--- config.mk ---
export PLATFORM = sky130hd
export DESIGN_NAME = mbox_cmd_seq
export DESIGN_NICKNAME = d
export VERILOG_FILES = /design/src/rtl/mbox_pkg.sv /design/src/rtl/mbox_cmd_table.sv /design/src/rtl/mbox_poll_timer.sv /design/src/rtl/mbox_reply_eval.sv /design/src/rtl/mbox_cmd_seq.sv
export SDC_FILE = /design/constraint.sdc
export NUM_CORES = 1
export LEC_CHECK = 0
export ABC_AREA = 1
export BUFFER_PORTS_ARGS = -buffer_cell sky130_fd_sc_hd__buf_2
export CORE_UTILIZATION = 45
export DETAILED_ROUTE_END_ITERATION = 6
export PLACE_DENSITY = 0.75
export SLEW_MARGIN = 40
export SYNTH_ARGS = -nofsm -noshare
export SYNTH_HDL_FRONTEND = slang
export SYNTH_SLANG_ARGS = --single-unit
--- constraint.sdc ---
create_clock -name clk -period 5.5 [get_ports clk]
set_input_delay 0.825 -clock clk [delete_from_list [all_inputs] [get_ports clk]]
set_output_delay 0.825 -clock clk [all_outputs]
set_load 0.01 [all_outputs]
--- src/rtl/mbox_pkg.sv ---
package mbox_pkg;
    localparam int WORD_W    = 32;
    localparam int ADDR_W    = 12;
    localparam int MSG_WORDS = 5;
    localparam int CMD_W     = 2;
    localparam int CMD_COUNT = 3;
    localparam int PTYPE_W   = 4;
    localparam int POFFS_W   = WORD_W - PTYPE_W;

    localparam logic [ADDR_W-1:0] ADDR_MSG_BASE = 12'h100;
    localparam logic [ADDR_W-1:0] ADDR_RING     = 12'h010;
    localparam logic [ADDR_W-1:0] ADDR_REPLY    = 12'h014;

    localparam logic [WORD_W-1:0] STS_OK      = 32'h0000_0001;
    localparam logic [WORD_W-1:0] STS_INVAL   = 32'h8000_0002;
    localparam logic [WORD_W-1:0] STS_CHKSUM  = 32'h8000_0004;
    localparam logic [WORD_W-1:0] STS_TIMEOUT = 32'h8000_0010;

    typedef enum logic [2:0] {
        ST_IDLE,
        ST_SEND,
        ST_RING,
        ST_POLL,
        ST_GAP,
        ST_FETCH,
        ST_RELEASE,
        ST_FINISH
    } seq_state_e;
endpackage

--- src/rtl/mbox_cmd_table.sv ---
module mbox_cmd_table
    import mbox_pkg::*;
(
    input  logic [CMD_W-1:0]  cmd,
    input  logic [2:0]        sel,
    output logic [WORD_W-1:0] word
);
    logic [WORD_W-1:0] base [MSG_WORDS-1];
    logic [WORD_W-1:0] sum;

    always_comb begin
        base[0] = 32'd1;
        base[1] = (cmd == 2'd0) ? 32'd1 : 32'd2;
        base[2] = 32'd1;
        base[3] = (cmd == 2'd2) ? 32'd2 : 32'd1;
        sum = '0;
        for (int i = 0; i < MSG_WORDS - 1; i++) begin
            sum = sum + base[i];
        end
        word = (sel == 3'(MSG_WORDS - 1)) ? sum : base[sel[1:0]];
    end
endmodule

--- src/rtl/mbox_poll_timer.sv ---
module mbox_poll_timer #(
    parameter int POLL_GAP = 625,
    parameter int POLL_MAX = 200000
) (
    input  logic clk,
    input  logic rst_n,
    input  logic arm,
    input  logic poll_taken,
    input  logic gap_load,
    input  logic in_gap,
    output logic last_poll,
    output logic gap_done
);
    localparam int BUDGET_W = $clog2(POLL_MAX + 1);
    localparam int GAP_W    = $clog2(POLL_GAP + 1);

    logic [BUDGET_W-1:0] polls_q;
    logic [GAP_W-1:0]    gap_q;

    always_ff @(posedge clk or negedge rst_n) begin
        if (!rst_n) begin
            polls_q <= '0;
            gap_q   <= '0;
        end else begin
            if (arm) begin
                polls_q <= '0;
            end else if (poll_taken) begin
                polls_q <= polls_q + 1'b1;
            end
            if (gap_load) begin
                gap_q <= GAP_W'(POLL_GAP - 1);
            end else if (in_gap && gap_q != '0) begin
                gap_q <= gap_q - 1'b1;
            end
        end
    end

    assign last_poll = (polls_q == BUDGET_W'(POLL_MAX - 1));
    assign gap_done  = in_gap && (gap_q == '0);
endmodule

--- src/rtl/mbox_reply_eval.sv ---
module mbox_reply_eval
    import mbox_pkg::*;
(
    input  logic [MSG_WORDS-1:0][WORD_W-1:0] words,
    input  logic [WORD_W-1:0]                resp,
    input  logic                             timed_out,
    input  logic                             bad_idx,
    output logic [WORD_W-1:0]                status,
    output logic [PTYPE_W-1:0]               ptr_type,
    output logic [POFFS_W-1:0]               ptr_offset,
    output logic                             ptr_fatal
);
    logic [WORD_W-1:0] sum;

    always_comb begin
        sum = '0;
        for (int i = 0; i < MSG_WORDS - 1; i++) begin
            sum = sum + words[i];
        end
        if (bad_idx) begin
            status = STS_INVAL;
        end else if (timed_out) begin
            status = STS_TIMEOUT;
        end else if (sum != words[MSG_WORDS-1]) begin
            status = STS_CHKSUM;
        end else begin
            status = resp;
        end
    end

    assign ptr_type   = words[3][WORD_W-1 -: PTYPE_W];
    assign ptr_offset = words[3][POFFS_W-1:0];
    assign ptr_fatal  = (ptr_type > PTYPE_W'(1));
endmodule

--- src/rtl/mbox_cmd_seq.sv ---
module mbox_cmd_seq
    import mbox_pkg::*;
#(
    parameter int POLL_GAP = 625,
    parameter int POLL_MAX = 200000
) (
    input  logic                clk,
    input  logic                rst_n,
    input  logic                start,
    input  logic [1:0]          cmd_idx,
    output logic                bus_req,
    output logic                bus_we,
    output logic [11:0]         bus_addr,
    output logic [31:0]         bus_wdata,
    input  logic                bus_ack,
    input  logic [31:0]         bus_rdata,
    output logic                busy,
    output logic                done,
    output logic [31:0]         status,
    output logic [31:0]         reply_w0,
    output logic [31:0]         reply_w1,
    output logic [31:0]         reply_w2,
    output logic [31:0]         reply_w3,
    output logic [31:0]         reply_w4,
    output logic [3:0]          ptr_type,
    output logic [27:0]         ptr_offset,
    output logic                ptr_fatal
);
    localparam logic [CMD_W-1:0] CMD_LAST  = CMD_W'(CMD_COUNT - 1);
    localparam logic [2:0]       WORD_LAST = 3'(MSG_WORDS - 1);

    seq_state_e state, nxt;

    logic [2:0]                       word_idx;
    logic [CMD_W-1:0]                 cmd_q;
    logic [MSG_WORDS-1:0][WORD_W-1:0] rx_q;
    logic [WORD_W-1:0]                resp_q;
    logic                             tmo_q;
    logic                             bad_idx_q;
    logic [WORD_W-1:0]                tbl_word;
    logic                             acc, launch, reject, last_word;
    logic                             reply_seen, last_poll, gap_done;
    logic                             poll_taken, gap_load;

    assign acc        = bus_req && bus_ack;
    assign launch     = (state == ST_IDLE) && start;
    assign reject     = cmd_idx > CMD_LAST;
    assign last_word  = (word_idx == WORD_LAST);
    assign reply_seen = (bus_rdata != '0);
    assign poll_taken = acc && (state == ST_POLL);
    assign gap_load   = poll_taken && !reply_seen && !last_poll;

    mbox_cmd_table u_table (
        .cmd  (cmd_q),
        .sel  (word_idx),
        .word (tbl_word)
    );

    mbox_poll_timer #(
        .POLL_GAP (POLL_GAP),
        .POLL_MAX (POLL_MAX)
    ) u_timer (
        .clk        (clk),
        .rst_n      (rst_n),
        .arm        (launch),
        .poll_taken (poll_taken),
        .gap_load   (gap_load),
        .in_gap     (state == ST_GAP),
        .last_poll  (last_poll),
        .gap_done   (gap_done)
    );

    mbox_reply_eval u_eval (
        .words      (rx_q),
        .resp       (resp_q),
        .timed_out  (tmo_q),
        .bad_idx    (bad_idx_q),
        .status     (status),
        .ptr_type   (ptr_type),
        .ptr_offset (ptr_offset),
        .ptr_fatal  (ptr_fatal)
    );

    // State register
    always_ff @(posedge clk or negedge rst_n) begin
        if (!rst_n) begin
            state <= ST_IDLE;
        end else begin
            state <= nxt;
        end
    end

    // Transitions
    always_comb begin
        nxt = state;
        unique case (state)
            ST_IDLE:    if (start) nxt = reject ? ST_FINISH : ST_SEND;
            ST_SEND:    if (acc && last_word) nxt = ST_RING;
            ST_RING:    if (acc) nxt = ST_POLL;
            ST_POLL: begin
                if (acc) begin
                    if (reply_seen)     nxt = ST_FETCH;
                    else if (last_poll) nxt = ST_RELEASE;
                    else                nxt = ST_GAP;
                end
            end
            ST_GAP:     if (gap_done) nxt = ST_POLL;
            ST_FETCH:   if (acc && last_word) nxt = ST_RELEASE;
            ST_RELEASE: if (acc) nxt = ST_FINISH;
            ST_FINISH:  nxt = ST_IDLE;
            default:    nxt = ST_IDLE;
        endcase
    end

    // Outputs
    always_comb begin
        bus_req   = 1'b0;
        bus_we    = 1'b0;
        bus_addr  = '0;
        bus_wdata = '0;
        busy      = 1'b1;
        done      = 1'b0;
        unique case (state)
            ST_IDLE:   busy = 1'b0;
            ST_SEND: begin
                bus_req   = 1'b1;
                bus_we    = 1'b1;
                bus_addr  = ADDR_MSG_BASE + ADDR_W'({word_idx, 2'b00});
                bus_wdata = tbl_word;
            end
            ST_RING: begin
                bus_req   = 1'b1;
                bus_we    = 1'b1;
                bus_addr  = ADDR_RING;
                bus_wdata = 32'd1;
            end
            ST_POLL: begin
                bus_req  = 1'b1;
                bus_addr = ADDR_REPLY;
            end
            ST_GAP: ;
            ST_FETCH: begin
                bus_req  = 1'b1;
                bus_addr = ADDR_MSG_BASE + ADDR_W'({word_idx, 2'b00});
            end
            ST_RELEASE: begin
                bus_req  = 1'b1;
                bus_we   = 1'b1;
                bus_addr = ADDR_REPLY;
            end
            ST_FINISH: begin
                busy = 1'b0;
                done = 1'b1;
            end
            default: busy = 1'b0;
        endcase
    end

    // Datapath registers
    always_ff @(posedge clk or negedge rst_n) begin
        if (!rst_n) begin
            word_idx  <= '0;
            cmd_q     <= '0;
            rx_q      <= '0;
            resp_q    <= '0;
            tmo_q     <= 1'b0;
            bad_idx_q <= 1'b0;
        end else begin
            if (launch) begin
                word_idx  <= '0;
                cmd_q     <= cmd_idx;
                rx_q      <= '0;
                resp_q    <= '0;
                tmo_q     <= 1'b0;
                bad_idx_q <= reject;
            end
            if (acc && (state == ST_SEND || state == ST_FETCH)) begin
                word_idx <= last_word ? 3'd0 : word_idx + 3'd1;
            end
            if (acc && state == ST_FETCH) begin
                rx_q[word_idx] <= bus_rdata;
            end
            if (poll_taken) begin
                if (reply_seen)     resp_q <= bus_rdata;
                else if (last_poll) tmo_q  <= 1'b1;
            end
        end
    end

    assign reply_w0 = rx_q[0];
    assign reply_w1 = rx_q[1];
    assign reply_w2 = rx_q[2];
    assign reply_w3 = rx_q[3];
    assign reply_w4 = rx_q[4];
endmodule

Word level (Yosys, flattened, before mapping)
Cells that the tools add are included.
Cells by class
  $add $sub $neg: 10
  order comparisons: 5
  equality and inequality tests: 18
  mux-type cells: 45
  bitwise logic cells: 1
  reduce and logical (&&, ||, !) cells: 28
Operators by type and width (count)
  $mux W160: 2
  $mux W32: 10
  $bwmux W160: 1
  $add A32 B32 Y32: 4
  $demux W32 S3: 1
  $bmux W32 S2: 1
  $pmux W32 S2: 1
  $mux W18: 2
  $mux W3: 11
  $add A1 B32 Y32 const A: 1
  $add A32 B1 Y32 const B: 1
  $ne A32 B32 Y1: 1
  $reduce_bool A32 Y1: 1
  $pmux W10 S3: 1
  $pmux W3 S8: 1
  $mux W10: 2
  $add A18 B1 Y18 const B: 1
  $eq A18 B18 Y1 const B: 1
  $eq A3 B3 Y1 const B: 5
  $ne A2 B2 Y1 const B: 7
  $logic_and A1 B1 Y1: 11
  $add A9 B5 Y10 const A: 1
  $logic_not A10 Y1: 1
  $reduce_bool A10 Y1: 1
  other kinds (22): 38
Storage, ports and cells
  bits in registers: 230
  input port bits: 38
  word-level logic and storage cells: 120

Logic depth before layout (Yosys ltp)
  depth in word-level cells: 8
  gate-level depth with buffers: 24
  mapped depth without buffers: 23

Cells and area by module
From an unflattened synthesis, not the netlist that was laid out.
Second synthesis, totals
  cell total of the unflattened synthesis: 1947
  area, all modules: 15050.7 µm²
By module, submodules not included
  mbox_cmd_seq: instances 1, cells an instance 906, area each 8406.8 µm², sequential area each 5054.8 µm²
  mbox_reply_eval: instances 1, cells an instance 752, area each 4662.0 µm², sequential area each 0.0 µm²
  mbox_poll_timer: instances 1, cells an instance 245, area each 1704.1 µm², sequential area each 700.7 µm²
  mbox_cmd_table: instances 1, cells an instance 44, area each 277.8 µm², sequential area each 0.0 µm²

Least setup slack after synthesis
OpenSTA, ideal clock, no wires.
  path kind: register -> output
  start: reg rx_q (netlist bit reply_w0[1])
  end: out status[0]
  arrival time: 3.531 ns
  data required time: 4.675 ns
  path slack: 1.144 ns
  cell stages (with the launch flop): 23
  cells stage by stage: dfrtp_1 -> fa_1 -> inv_1 -> fa_1 -> inv_1 -> ha_1 -> fa_1 -> nand2_1 -> nand3_1 -> nand3_1 -> nand2_2 -> nand2_1 -> nand2_1 -> nand2_1 -> nand2_1 -> nand2_1 -> nand3_1 -> nor2_1 -> nand3_1 -> nor2_1 -> nand2_2 -> buf_6 -> nor2_1
Between the ends
  cells in the longest elaborated chain, start to end: 7
RTL lines
  start, declared: RTL line mbox_cmd_seq.sv:36  | logic [MSG_WORDS-1:0][WORD_W-1:0] rx_q;
  start signal, assigned by index: RTL line mbox_cmd_seq.sv:181  | rx_q[word_idx] <= bus_rdata;
  $add A32 B32 Y32 (3 in series): RTL line mbox_reply_eval.sv:18  | sum = sum + words[i];
  $ne A32 B32 Y1: RTL line mbox_reply_eval.sv:24  | end else if (sum != words[MSG_WORDS-1]) begin
  $mux W32: RTL line mbox_reply_eval.sv:24
  $mux W32: RTL line mbox_reply_eval.sv:22  | end else if (timed_out) begin
  $mux W32: RTL line mbox_reply_eval.sv:20  | if (bad_idx) begin
  end, declared: RTL line mbox_cmd_seq.sv:19  | output logic [31:0] status,
No other way between the ends.

Worst setup path after layout
  start: reg rx_q (netlist bit reply_w0[1])
  end: out status[6]
Same word-level chain as after synthesis.

==> results.ini <==
[timing]
min_period_ns = 5.34
fmax_mhz = 187
hold-worst-slack_ns = 0.157
hold_viol = 0
relSlewSlack = 0.448
fin_crit_sh = 0.971
tightest_slew_ns = 0.827
setup_viol = 0
clock_skew_ns = 0.0115
rsz0062_at_grt = true
drv_slew = 0

[cts]
cts_buffer_depth = 3
clock_latency_ns = 0.55
cts_made_buffers = 25
cts_tree = done
cts_root_buffer = clkbuf_16
cts_sinks = 230
clk_pin_slew_ns = 0.06
cts_max_level = 1

[power]
ir_worst_vdd_uv = 295
finalPower_mw = 12.0
leakage_nw = 9.02
p_per_area_mw_per_mm2 = 724

[routing]
drt_iter0_drc = 1032
vias = 12874
wl_um = 44300
firstDrtPassIters = 7
viasPerCell = 5.40
ant_nets = 0
route.detailed.drc = 28
wl_per_cell_um = 18.6

[final_layout]
drive_gt1_frac = 0.192
design_area_mm2 = 0.0166
regArea_mm2 = 0.00576
syn_to_final_growth_pct = 16.9
multi_input_area_mm2 = 0.00708
fillers = 2837
finalNetCount = 2105

[floorplanning]
initial_utilization = 0.461
rows = 64
die_h_um = 180
chipWidth_um = 180
dieArea_mm2 = 0.0323
fp.coreArea_mm2 = 0.0308
io_pins = 311

[hold_path]
min_path_type = in -> async

[synthesis]
netlist.area_leader.share = 0.405
ys_seq_area_frac = 0.405
synth_top_family_by_area = simple AND/OR/NAND/NOR gates
netlist_top_cells_count = 318 x nand2_1, 243 x nand3_1, 230 x dfrtp_1, 217 x inv_1, 205 x o21ai_0
yosysMostFrequentCell = nand2_1
muxShareOfSynthArea = 0
async_flop_share = 1.00
syn_area_per_cell_um2 = 8.11
ys_types = 50
synth_fa_ha_area_frac = 0.118
syn_inst = 1751
synthTopCellsByArea = dfrtp_1 41%, fa_1 8.7%, nand3_1 8.6%, nand2_1 8.4%, o21ai_0 7.2%
ys_warn_count = 0
synth_compound_area_frac = 0.101
synthSimpleGateAreaFrac = 0.238
synth-edff-count = 0
synth-seq-cells = 230
syn-cell-area_mm2 = 0.0142
synth_ff_type = dfrtp_1
yosys.area.top_type = dfrtp_1
synth_xor_area_frac = 0.0228

[critical_path]
cp.required_ns = 4.68
cp-end-kind = primary output
reg2reg_from = state[0]
criticalPathCategory = reg -> out
cp.arrival_ns = 4.52
critPathLaunchType = register
crit_fanout = 9
startpoint = reply_w0[1]

[global_routing]
grt_antenna_before_repair = 1
grt_pass1_wl_um = 69100
grt_max_degree = 144
grt_pass1_vias = 12329
grt_overflow = 0
grt_usage = 0.272

[place]
placed_area_mm2 = 0.0155
io_buffers = 273
routabilityCongestion = 0.965
dp_hpwl_um = 32800

[outcome]
status = complete, but fails checks
failed_checks = DRC

[job]
cap_violations = 0

==> report_power, final <==
group | switching (mW) | internal (mW) | total, mW
clock | 0.725 | 1.05 | 1.77
sequential | 0.753 | 2.36 | 3.12
combinational | 4.48 | 2.67 | 7.14
==> metal layers <==
layer,GRT usage,vias to the layer above,wire length [µm]
met1,0.377,6278,19300
li1,-,6029,-
met3,0.0413,95,2790
met4,0.103,0,1660
met5,0,-,0
met2,0.433,472,20500
==> per-stage QoR <==
stage               setup WS, ns  setup TNS [ns]  utilization  std cells
finish                     0.158               0        0.539       2386
global placement           0.530               0        0.503       2332
global route             -0.0666          -0.793        0.539       2384
CTS                       0.0453               0        0.533       2379
detailed placement         0.405               0        0.504       2332
floorplan                   1.14               0            -       1787
==> registers in the layout (all words and copies together), names as in the netlist <==
| signal | count |
|---|---|
| reply_w0 | 32 |
| reply_w1 | 32 |
| reply_w2 | 32 |
| reply_w3 | 32 |
| reply_w4 | 32 |
| resp_q | 32 |
| u_timer.polls_q | 18 |
| u_timer.gap_q | 10 |
| state | 3 |
| word_idx | 3 |
| cmd_q | 2 |
| bad_idx_q | 1 |
| tmo_q | 1 |
==> cells in the final DEF, fill, tap and decap left out, types with 25 or more instances in the layout <==
cell type	instances
a21oi_1	36
buf_2	272
clkbuf_16	25
conb_1	37
dfrtp_1	230
fa_1	62
ha_1	33
inv_1	216
nand2_1	316
nand3_1	242
nor2_1	104
o21ai_0	204
==> repair_timing <==
item,4_1_cts,5_1_grt
gates cloned,1,0
hold buffers,0,0
setup endpoints to repair,18,32
setup buffers,1,4
resized for setup,5,22
pin swaps,2,5
==> cell families after synthesis <==
group	Yosys count
other	1
and+or+nand+nor	754
AOI/OAI and AO/OA	275
xor gates and xnor gates	37
buffers and inverters	357
DFF	230
adders and majority gates	97
==> layout make-up <==
type | instances | area share
diodes | 2 | 0.000301
clock buffers | 34 | 0.0427
multi-input cells | 1201 | 0.426
inverters | 223 | 0.0509
clock inverters | 11 | 0.00874
well taps | 396 | 0.0298
flip-flops and latches | 230 | 0.347
repair buffers | 289 | 0.0950
==> critical path, cell delays in order (launching register included) <==
cell	delay, ns
dfrtp_1	0.40
fa_1	0.55
inv_2	0.04
fa_1	0.49
inv_1	0.04
ha_2	0.18
fa_1	0.41
nand2_2	0.11
nand3_2	0.10
nand3_1	0.10
nand2_2	0.09
nand2_1	0.09
nand2_1	0.11
nand2_1	0.07
nand2_1	0.06
nand2_1	0.06
nand2_1	0.05
nor2_1	0.10
nand3_1	0.13
nor2_4	0.25
nand2_8	0.12
buf_12	0.17
nor2_1	0.11
buf_2	0.15
==> worst paths after layout <==
path / end / cells after the start / slack, ns
worst max-delay path: status[6] / 23 / 0.16
worst min-delay path: reply_w2[31] / 1 / 0.16
worst max register to register: reply_w1[12] / 10 / 2.63
worst min register to register: u_timer.gap_q[2] / 1 / 0.46
max in group asynchronous: reply_w0[10] / 2 / 4.33
min in group clk: u_timer.gap_q[2] / 1 / 0.46
(Power assumes the default switching activity.)
